===== config.mk =====
export PLATFORM = sky130hd
export DESIGN_NAME = rob_rename
export DESIGN_NICKNAME = d
export VERILOG_FILES = /design/src/rtl/rob_pkg.sv /design/src/rtl/rob_entry_store.sv /design/src/rtl/rob_status_table.sv /design/src/rtl/rob_arch_regs.sv /design/src/rtl/rob_rename.sv
export SDC_FILE = /design/constraint.sdc
export NUM_CORES = 2
export LEC_CHECK = 0
export BUFFER_PORTS_ARGS = -buffer_cell sky130_fd_sc_hd__buf_2
export CAP_MARGIN = 20
export CORE_MARGIN = 4
export CORE_UTILIZATION = 50
export CTS_CLUSTER_SIZE = 12
export DETAILED_ROUTE_END_ITERATION = 16
export PLACE_DENSITY = 0.67
export SLEW_MARGIN = 10
export SYNTH_ARGS = -nofsm -noshare
export SYNTH_HDL_FRONTEND = slang
export SYNTH_HIERARCHICAL = 1
export SYNTH_SLANG_ARGS = --single-unit

===== constraint.sdc =====
create_clock -name clk -period 10.4 [get_ports clk]
set_input_delay 1.04 -clock clk [delete_from_list [all_inputs] [get_ports clk]]
set_output_delay 1.04 -clock clk [all_outputs]
set_load 0.01 [all_outputs]

===== src/rtl/rob_pkg.sv =====
package rob_pkg;
   // Where a source operand is taken from
   typedef enum logic [1:0] {
      SRC_ZERO     = 2'd0,
      SRC_ARCH     = 2'd1,
      SRC_BUF_DONE = 2'd2,
      SRC_BUF_WAIT = 2'd3
   } src_kind_e;
endpackage


===== src/rtl/rob_entry_store.sv =====
module rob_entry_store #(
   parameter int DEPTH   = 8,
   parameter int AREG_W  = 4,
   parameter int DATA_W  = 32,
   parameter int PC_W    = 32,
   parameter int NUM_CPL = 2,
   localparam int IDX_W  = $clog2(DEPTH)
) (
   input  logic                              clk,
   input  logic                              rst_n,
   input  logic                              flush,
   input  logic                              alloc_we,
   input  logic [IDX_W-1:0]                  alloc_idx,
   input  logic [AREG_W-1:0]                 alloc_dst,
   input  logic [PC_W-1:0]                   alloc_pc,
   input  logic                              retire,
   input  logic [IDX_W-1:0]                  head_idx,
   input  logic [NUM_CPL-1:0]                cpl_vld,
   input  logic [NUM_CPL-1:0][IDX_W-1:0]     cpl_id,
   input  logic [NUM_CPL-1:0][DATA_W-1:0]    cpl_data,
   input  logic [NUM_CPL-1:0]                cpl_exc,
   output logic [DEPTH-1:0]                  ent_valid,
   output logic [DEPTH-1:0]                  ent_done,
   output logic [DEPTH-1:0]                  ent_exc,
   output logic [DEPTH-1:0][AREG_W-1:0]      ent_dst,
   output logic [DEPTH-1:0][PC_W-1:0]        ent_pc,
   output logic [DEPTH-1:0][DATA_W-1:0]      ent_data
);
   for (genvar e = 0; e < DEPTH; e++) begin : g_slot
      localparam logic [IDX_W-1:0] SID = IDX_W'(e);
      always_ff @(posedge clk or negedge rst_n) begin
         if (!rst_n) begin
            ent_valid[e] <= 1'b0;
            ent_done[e]  <= 1'b0;
            ent_exc[e]   <= 1'b0;
            ent_dst[e]   <= '0;
            ent_pc[e]    <= '0;
            ent_data[e]  <= '0;
         end else if (flush) begin
            ent_valid[e] <= 1'b0;
            ent_done[e]  <= 1'b0;
            ent_exc[e]   <= 1'b0;
         end else begin
            if (retire && head_idx == SID) begin
               ent_valid[e] <= 1'b0;
               ent_done[e]  <= 1'b0;
            end
            for (int c = 0; c < NUM_CPL; c++) begin
               if (cpl_vld[c] && cpl_id[c] == SID && ent_valid[e]) begin
                  ent_done[e] <= 1'b1;
                  ent_exc[e]  <= cpl_exc[c];
                  ent_data[e] <= cpl_data[c];
               end
            end
            if (alloc_we && alloc_idx == SID) begin
               ent_valid[e] <= 1'b1;
               ent_done[e]  <= 1'b0;
               ent_exc[e]   <= 1'b0;
               ent_dst[e]   <= alloc_dst;
               ent_pc[e]    <= alloc_pc;
            end
         end
      end
   end
endmodule


===== src/rtl/rob_status_table.sv =====
module rob_status_table #(
   parameter int DEPTH   = 8,
   parameter int AREG_W  = 4,
   localparam int IDX_W  = $clog2(DEPTH),
   localparam int NUM_AREGS = 1 << AREG_W
) (
   input  logic                              clk,
   input  logic                              rst_n,
   input  logic                              flush,
   input  logic                              alloc_we,
   input  logic [AREG_W-1:0]                 alloc_dst,
   input  logic [IDX_W-1:0]                  alloc_idx,
   input  logic                              retire,
   input  logic [AREG_W-1:0]                 retire_dst,
   input  logic [IDX_W-1:0]                  retire_idx,
   output logic [NUM_AREGS-1:0]              st_valid,
   output logic [NUM_AREGS-1:0][IDX_W-1:0]   st_tag
);
   for (genvar r = 0; r < NUM_AREGS; r++) begin : g_reg
      if (r == 0) begin : g_zero
         // register zero is hard-wired settled
         assign st_valid[r] = 1'b1;
         assign st_tag[r]   = '0;
      end else begin : g_map
         localparam logic [AREG_W-1:0] RID = AREG_W'(r);
         always_ff @(posedge clk or negedge rst_n) begin
            if (!rst_n) begin
               st_valid[r] <= 1'b1;
               st_tag[r]   <= '0;
            end else if (flush) begin
               st_valid[r] <= 1'b1;
               st_tag[r]   <= '0;
            end else if (alloc_we && alloc_dst == RID) begin
               st_valid[r] <= 1'b0;
               st_tag[r]   <= alloc_idx;
            end else if (retire && retire_dst == RID && !st_valid[r]
                         && st_tag[r] == retire_idx) begin
               st_valid[r] <= 1'b1;
            end
         end
      end
   end
endmodule


===== src/rtl/rob_arch_regs.sv =====
module rob_arch_regs #(
   parameter int AREG_W  = 4,
   parameter int DATA_W  = 32,
   localparam int NUM_AREGS = 1 << AREG_W
) (
   input  logic                               clk,
   input  logic                               rst_n,
   input  logic                               wr_en,
   input  logic [AREG_W-1:0]                  wr_idx,
   input  logic [DATA_W-1:0]                  wr_data,
   output logic [NUM_AREGS-1:0][DATA_W-1:0]   arch_q
);
   for (genvar r = 0; r < NUM_AREGS; r++) begin : g_areg
      if (r == 0) begin : g_zero
         assign arch_q[r] = '0;
      end else begin : g_store
         localparam logic [AREG_W-1:0] RID = AREG_W'(r);
         always_ff @(posedge clk or negedge rst_n) begin
            if (!rst_n)                        arch_q[r] <= '0;
            else if (wr_en && wr_idx == RID)   arch_q[r] <= wr_data;
         end
      end
   end
endmodule


===== src/rtl/rob_rename.sv =====
module rob_rename
   import rob_pkg::*;
#(
   parameter int DEPTH   = 8,
   parameter int AREG_W  = 4,
   parameter int DATA_W  = 32,
   parameter int PC_W    = 32,
   parameter int NUM_RD  = 2,
   parameter int NUM_CPL = 2,
   parameter logic [PC_W-1:0] HANDLER_PC = 32'h0000_0080,
   localparam int IDX_W  = $clog2(DEPTH),
   localparam int CNT_W  = $clog2(DEPTH + 1),
   localparam int NUM_AREGS = 1 << AREG_W
) (
   input  logic                              clk,
   input  logic                              rst_n,
   input  logic                              alloc_req,
   input  logic [AREG_W-1:0]                 alloc_dst,
   input  logic [PC_W-1:0]                   alloc_pc,
   output logic                              alloc_ok,
   output logic [IDX_W-1:0]                  alloc_id,
   output logic                              rob_full,
   input  logic [NUM_RD-1:0][AREG_W-1:0]     rd_areg,
   output logic [NUM_RD-1:0]                 rd_ready,
   output logic [NUM_RD-1:0][DATA_W-1:0]     rd_value,
   output logic [NUM_RD-1:0][IDX_W-1:0]      rd_tag,
   input  logic [NUM_CPL-1:0]                cpl_vld,
   input  logic [NUM_CPL-1:0][IDX_W-1:0]     cpl_id,
   input  logic [NUM_CPL-1:0][DATA_W-1:0]    cpl_data,
   input  logic [NUM_CPL-1:0]                cpl_exc,
   output logic                              ret_vld,
   output logic [AREG_W-1:0]                 ret_dst,
   output logic [DATA_W-1:0]                 ret_data,
   output logic                              flush,
   output logic [PC_W-1:0]                   epc,
   output logic [PC_W-1:0]                   redirect_pc
);
   // elaboration-time parameter checks
   if (DEPTH < 2 || (DEPTH & (DEPTH - 1)) != 0) begin : g_bad_depth
      $error("rob_rename: DEPTH must be a power of two, at least 2");
   end
   if (AREG_W < 1 || AREG_W > 8) begin : g_bad_areg
      $error("rob_rename: AREG_W out of range");
   end
   if (NUM_RD < 1 || NUM_CPL < 1) begin : g_bad_ports
      $error("rob_rename: need at least one read and one completion port");
   end

   logic [IDX_W-1:0] head, tail;
   logic [CNT_W-1:0] occ;

   logic [DEPTH-1:0]               ent_valid, ent_done, ent_exc;
   logic [DEPTH-1:0][AREG_W-1:0]   ent_dst;
   logic [DEPTH-1:0][PC_W-1:0]     ent_pc;
   logic [DEPTH-1:0][DATA_W-1:0]   ent_data;
   logic [NUM_AREGS-1:0]             st_valid;
   logic [NUM_AREGS-1:0][IDX_W-1:0]  st_tag;
   logic [NUM_AREGS-1:0][DATA_W-1:0] arch_q;

   logic head_ready, do_retire, do_flush, do_alloc;

   assign head_ready = ent_valid[head] && ent_done[head];
   assign do_flush   = head_ready && ent_exc[head];
   assign do_retire  = head_ready && !ent_exc[head];
   assign rob_full   = (occ == CNT_W'(DEPTH));
   assign do_alloc   = alloc_req && !rob_full && !do_flush;

   assign alloc_ok    = do_alloc;
   assign alloc_id    = tail;
   assign ret_vld     = do_retire;
   assign ret_dst     = ent_dst[head];
   assign ret_data    = ent_data[head];
   assign flush       = do_flush;
   assign epc         = ent_pc[head];
   assign redirect_pc = HANDLER_PC;

   always_ff @(posedge clk or negedge rst_n) begin
      if (!rst_n) begin
         head <= '0;
         tail <= '0;
         occ  <= '0;
      end else if (do_flush) begin
         head <= '0;
         tail <= '0;
         occ  <= '0;
      end else begin
         if (do_alloc)  tail <= tail + 1'b1;
         if (do_retire) head <= head + 1'b1;
         occ <= occ + CNT_W'(do_alloc) - CNT_W'(do_retire);
      end
   end

   rob_entry_store #(
      .DEPTH(DEPTH), .AREG_W(AREG_W), .DATA_W(DATA_W), .PC_W(PC_W), .NUM_CPL(NUM_CPL)
   ) i_store (
      .clk(clk), .rst_n(rst_n), .flush(do_flush),
      .alloc_we(do_alloc), .alloc_idx(tail), .alloc_dst(alloc_dst), .alloc_pc(alloc_pc),
      .retire(do_retire), .head_idx(head),
      .cpl_vld(cpl_vld), .cpl_id(cpl_id), .cpl_data(cpl_data), .cpl_exc(cpl_exc),
      .ent_valid(ent_valid), .ent_done(ent_done), .ent_exc(ent_exc),
      .ent_dst(ent_dst), .ent_pc(ent_pc), .ent_data(ent_data)
   );

   rob_status_table #(
      .DEPTH(DEPTH), .AREG_W(AREG_W)
   ) i_status (
      .clk(clk), .rst_n(rst_n), .flush(do_flush),
      .alloc_we(do_alloc), .alloc_dst(alloc_dst), .alloc_idx(tail),
      .retire(do_retire), .retire_dst(ent_dst[head]), .retire_idx(head),
      .st_valid(st_valid), .st_tag(st_tag)
   );

   rob_arch_regs #(
      .AREG_W(AREG_W), .DATA_W(DATA_W)
   ) i_arch (
      .clk(clk), .rst_n(rst_n),
      .wr_en(do_retire), .wr_idx(ent_dst[head]), .wr_data(ent_data[head]),
      .arch_q(arch_q)
   );

   // operand lookup: status table first, then direct slot index
   for (genvar p = 0; p < NUM_RD; p++) begin : g_rd
      src_kind_e        kind;
      logic [IDX_W-1:0] tag;
      assign tag = st_tag[rd_areg[p]];
      always_comb begin
         if (rd_areg[p] == '0)          kind = SRC_ZERO;
         else if (st_valid[rd_areg[p]]) kind = SRC_ARCH;
         else if (ent_done[tag])        kind = SRC_BUF_DONE;
         else                           kind = SRC_BUF_WAIT;
      end
      always_comb begin
         rd_ready[p] = 1'b1;
         rd_value[p] = '0;
         rd_tag[p]   = '0;
         unique case (kind)
            SRC_ZERO: ;
            SRC_ARCH:     rd_value[p] = arch_q[rd_areg[p]];
            SRC_BUF_DONE: begin
               rd_value[p] = ent_data[tag];
               rd_tag[p]   = tag;
            end
            SRC_BUF_WAIT: begin
               rd_ready[p] = 1'b0;
               rd_tag[p]   = tag;
            end
            default: ;
         endcase
      end
   end
endmodule


==> run summary <==
status = completed
drc violations = 0
Achievable Freq = 0.134 GHz
DR WL/cell = 32.5 µm
antenna-violating nets left = 0
Num CTS Buffers = 120
largest net degree at the start of global routing = 183
crit-path leading delay family = buffers and inverters
CP max FO = 57
synth warn = 6
CTS H-tree lvls = 3
reg2reg path depth = 9
final worst path period need = 7.49 ns
Layout area overhead = 9.23%
post-synth top area cell = dfrtp_1
Synth Area per Inst = 12.8 µm²
die width = 368 µm
Gate power share = 42.9%
post-DP HPWL = 135000 µm
EDFF count, synth = 0
critical path startpoint category = input pin
cts repair resizes = 0
Final Cycle Share = 72.0%
IO buf count = 267
R2R setup slack = 4.90 ns
Seq pwr share = 36.1%
Clock Power Share = 21.0%
register bit total from synthesis = 1118
top cell type's share of synthesized area = 42.5%
CP Class = input pin to output pin
DRT iter0 DRCs = 6130
unrepaired setup endpoints after global routing = false
Total Wirelength = 223000 µm
layout cells sized above 1 = 37.5%
final hold viol count = 0
# nets final = 5131
worst min-delay path category = input pin to async pin
crit path DAT = 6.45 ns
Clock Path Buffers = 3
DIE AREA = 136000 µm²
CTS tree = yes
Core Area = 128000 µm²
fin. max-slew vios = 0
fin cells = 6843
Slew HR = 18.6%
post-synthesis simple-gate area fraction = 7.61%
vias = 48.4k
vias in the first global route = 48.4k
hold-fix buffers at CTS = 0
leak pwr = 30.3 nW
Yosys cell types = 72
Register Area = 28000 µm²
clk slew on worst S/H paths = 0.06 ns
Worst Path Required = 9.36 ns
Compound-Gate Fraction of Synth Area = 9.05%
Post-Route Setup TNS = 0 ns
row cnt = 131
Fillers = 10.5k
top_reg_cell synth = dfrtp_1
Max stage delay cell, worst path = and2_4
Root Buffer = clkbuf_16
most common cell after layout, fill and taps aside = dfrtp_1
Ports = 300
Initial DRT Pass Iterations = 8
worst-case vdd ir drop = 0.234 mV
Worst Path Buf+Inv = 4
Synth Area in XOR/XNOR = 0.661%
CP cell instances = buf_4 > buf_4 > mux4_2 > o21ai_0 > and2_4 > o21ai_0 > o31a_1 > a31oi_1 > ha_1 > nand2b_2 > buf_16 > nor3_1 > a211o_1 > buf_2
largest family of logic cells by synthesized area = multiplexers
Inst Count DP = 6598
post-synthesis sequential area ratio = 43.1%
commonest non-fill, non-tap cells in the layout = 1100 x dfrtp_1, 827 x mux2_2, 453 x mux4_2
Synth Area in Adders = 0.281%
Slew @ Worst Pin = 1.22 ns
reg2reg end = i_store/ent_data[253]$_DFFE_PN0P_
Setup Skew = 0.0497 ns
Worst R2R Start = head[1]$_DFFE_PN0P_
Max-Cap Viols = 0
largest cells by area after synthesis = dfrtp_1 42%, mux4_2 16%, mux2_2 14%, mux2i_1 4.2%, a221o_1 4.0%
global-route wire length before repair = 330000 µm
Via density = 7.08
initial core utilization = 50.6%
post-synthesis mux area share = 34.7%
buffer count from post-CTS setup fixing = 0
multi-input logic area = 34400 µm²
Async S/R FF share, synth = 100%
crit-path max cell delay = 0.79 ns
DIE HEIGHT = 368 µm
switching power = 8.07 mW
endpoint type of the worst setup path = output pin
final setup fails = 0
P_int = 12.6 mW
cell area after synthesis = 64900 µm²
Sw Share = 39.1%
pwr dens = 291 nW/µm²
Worst-Skew Late Latency = 0.76 ns
Final GP Congestion = 0.985
Tot GR Track Use = 32.3%
total gr overflow = 0
initial antenna violation count = 31
Cells after Synth = 5060
clock sink total = 1118
registers in the layout (all words and copies together) (netlist names):
| signal | count |
|---|---|
| i_store/ent_valid | 8 |
| i_status/st_tag | 45 |
| head | 3 |
| i_arch/arch_q | 480 |
| i_store/ent_data | 256 |
| i_store/ent_done | 8 |
| i_status/st_valid | 15 |
| i_store/ent_dst | 32 |
| occ | 4 |
| i_store/ent_pc | 256 |
| i_store/ent_exc | 8 |
| alloc_id | 3 |
Yosys cell counts (6+ instances only):
master,count
o2111ai_1,6
clkbuf_1,294
xnor2_1,44
a221o_1,257
or3b_1,6
and3_1,6
mux2_1,12
o21ai_0,81
nor3_1,296
dfrtp_1,1103
mux2_2,827
nand4bb_1,34
and3b_1,8
nor2_1,290
a311oi_1,6
or2_2,8
a211o_1,64
nand2_1,30
o32a_1,7
o211ai_1,24
mux2i_1,270
mux4_2,454
nand3b_1,16
a21o_1,6
ha_1,13
nand2b_1,53
inv_1,19
buf_1,67
a2bb2oi_1,8
dfstp_2,15
buf_4,75
nand3_1,76
a21oi_1,90
nand4b_1,39
buf_6,16
o22ai_1,98
nor2b_1,47
buf_2,158
o221ai_1,64
layer usage:
metal  up-vias  GRT usage (%)  routed length (µm)
met5         -              0                 127
met4        18           15.9               12300
met3       714           10.5               27800
met2      3078           48.0               98100
met1     25136           42.8               84400
li1      19498              -                   -
through the flow:
step	hold WS, ns	setup WS, ns	util, %	cell area [µm²]	total power, mW
CTS	0.351	2.79	55.2	70800	20.5
floorplan	0.470	4.99	-	65200	13.0
global route	0.410	2.73	55.2	70900	21.5
detailed placement	0.487	2.76	52.1	66800	16.1
global placement	0.481	2.96	52.1	66800	15.9
finish	0.353	2.91	55.3	70900	20.7
power groups by stage:
stage	Combinational [mW]	Sequential [mW]	Clock, mW
CTS	8.71	7.38	4.40
global route	9.33	7.62	4.58
detailed placement	8.68	7.45	0
floorplan	6.19	6.80	0
finish	8.86	7.46	4.35
global placement	8.57	7.36	0
layout make-up:
cell class              instances  share of cell area [%]
diodes                         21                  0.0741
clock buffers                 188                    4.96
clock inverters                31                   0.630
inverters                      20                   0.106
multi-input cells            3372                    48.5
flip-flops and latches       1118                    39.5
well taps                    1729                    3.05
repair buffers                364                    3.16
worst max path at each step:
stage / from / endpoint / cells after the start
global placement: rd_areg[1] / rd_value[22] / 13
finish: rd_areg[1] / rd_value[24] / 14
global route: rd_areg[1] / rd_value[24] / 14
floorplan: rd_areg[0] / rd_value[10] / 14
detailed placement: rd_areg[1] / rd_value[24] / 13
CTS: rd_areg[1] / rd_value[24] / 13
cells by family (layout without fill, tap and decap cells):
family	after synthesis	in the layout
mux	1569	1569
flops	1118	1118
simple gates	934	934
fa+ha+maj	14	14
compound gates	738	738
xor+xnor	49	49
other cells	5	89
buf+inv	633	603
No activity file was read; power rests on OpenSTA's default activity.
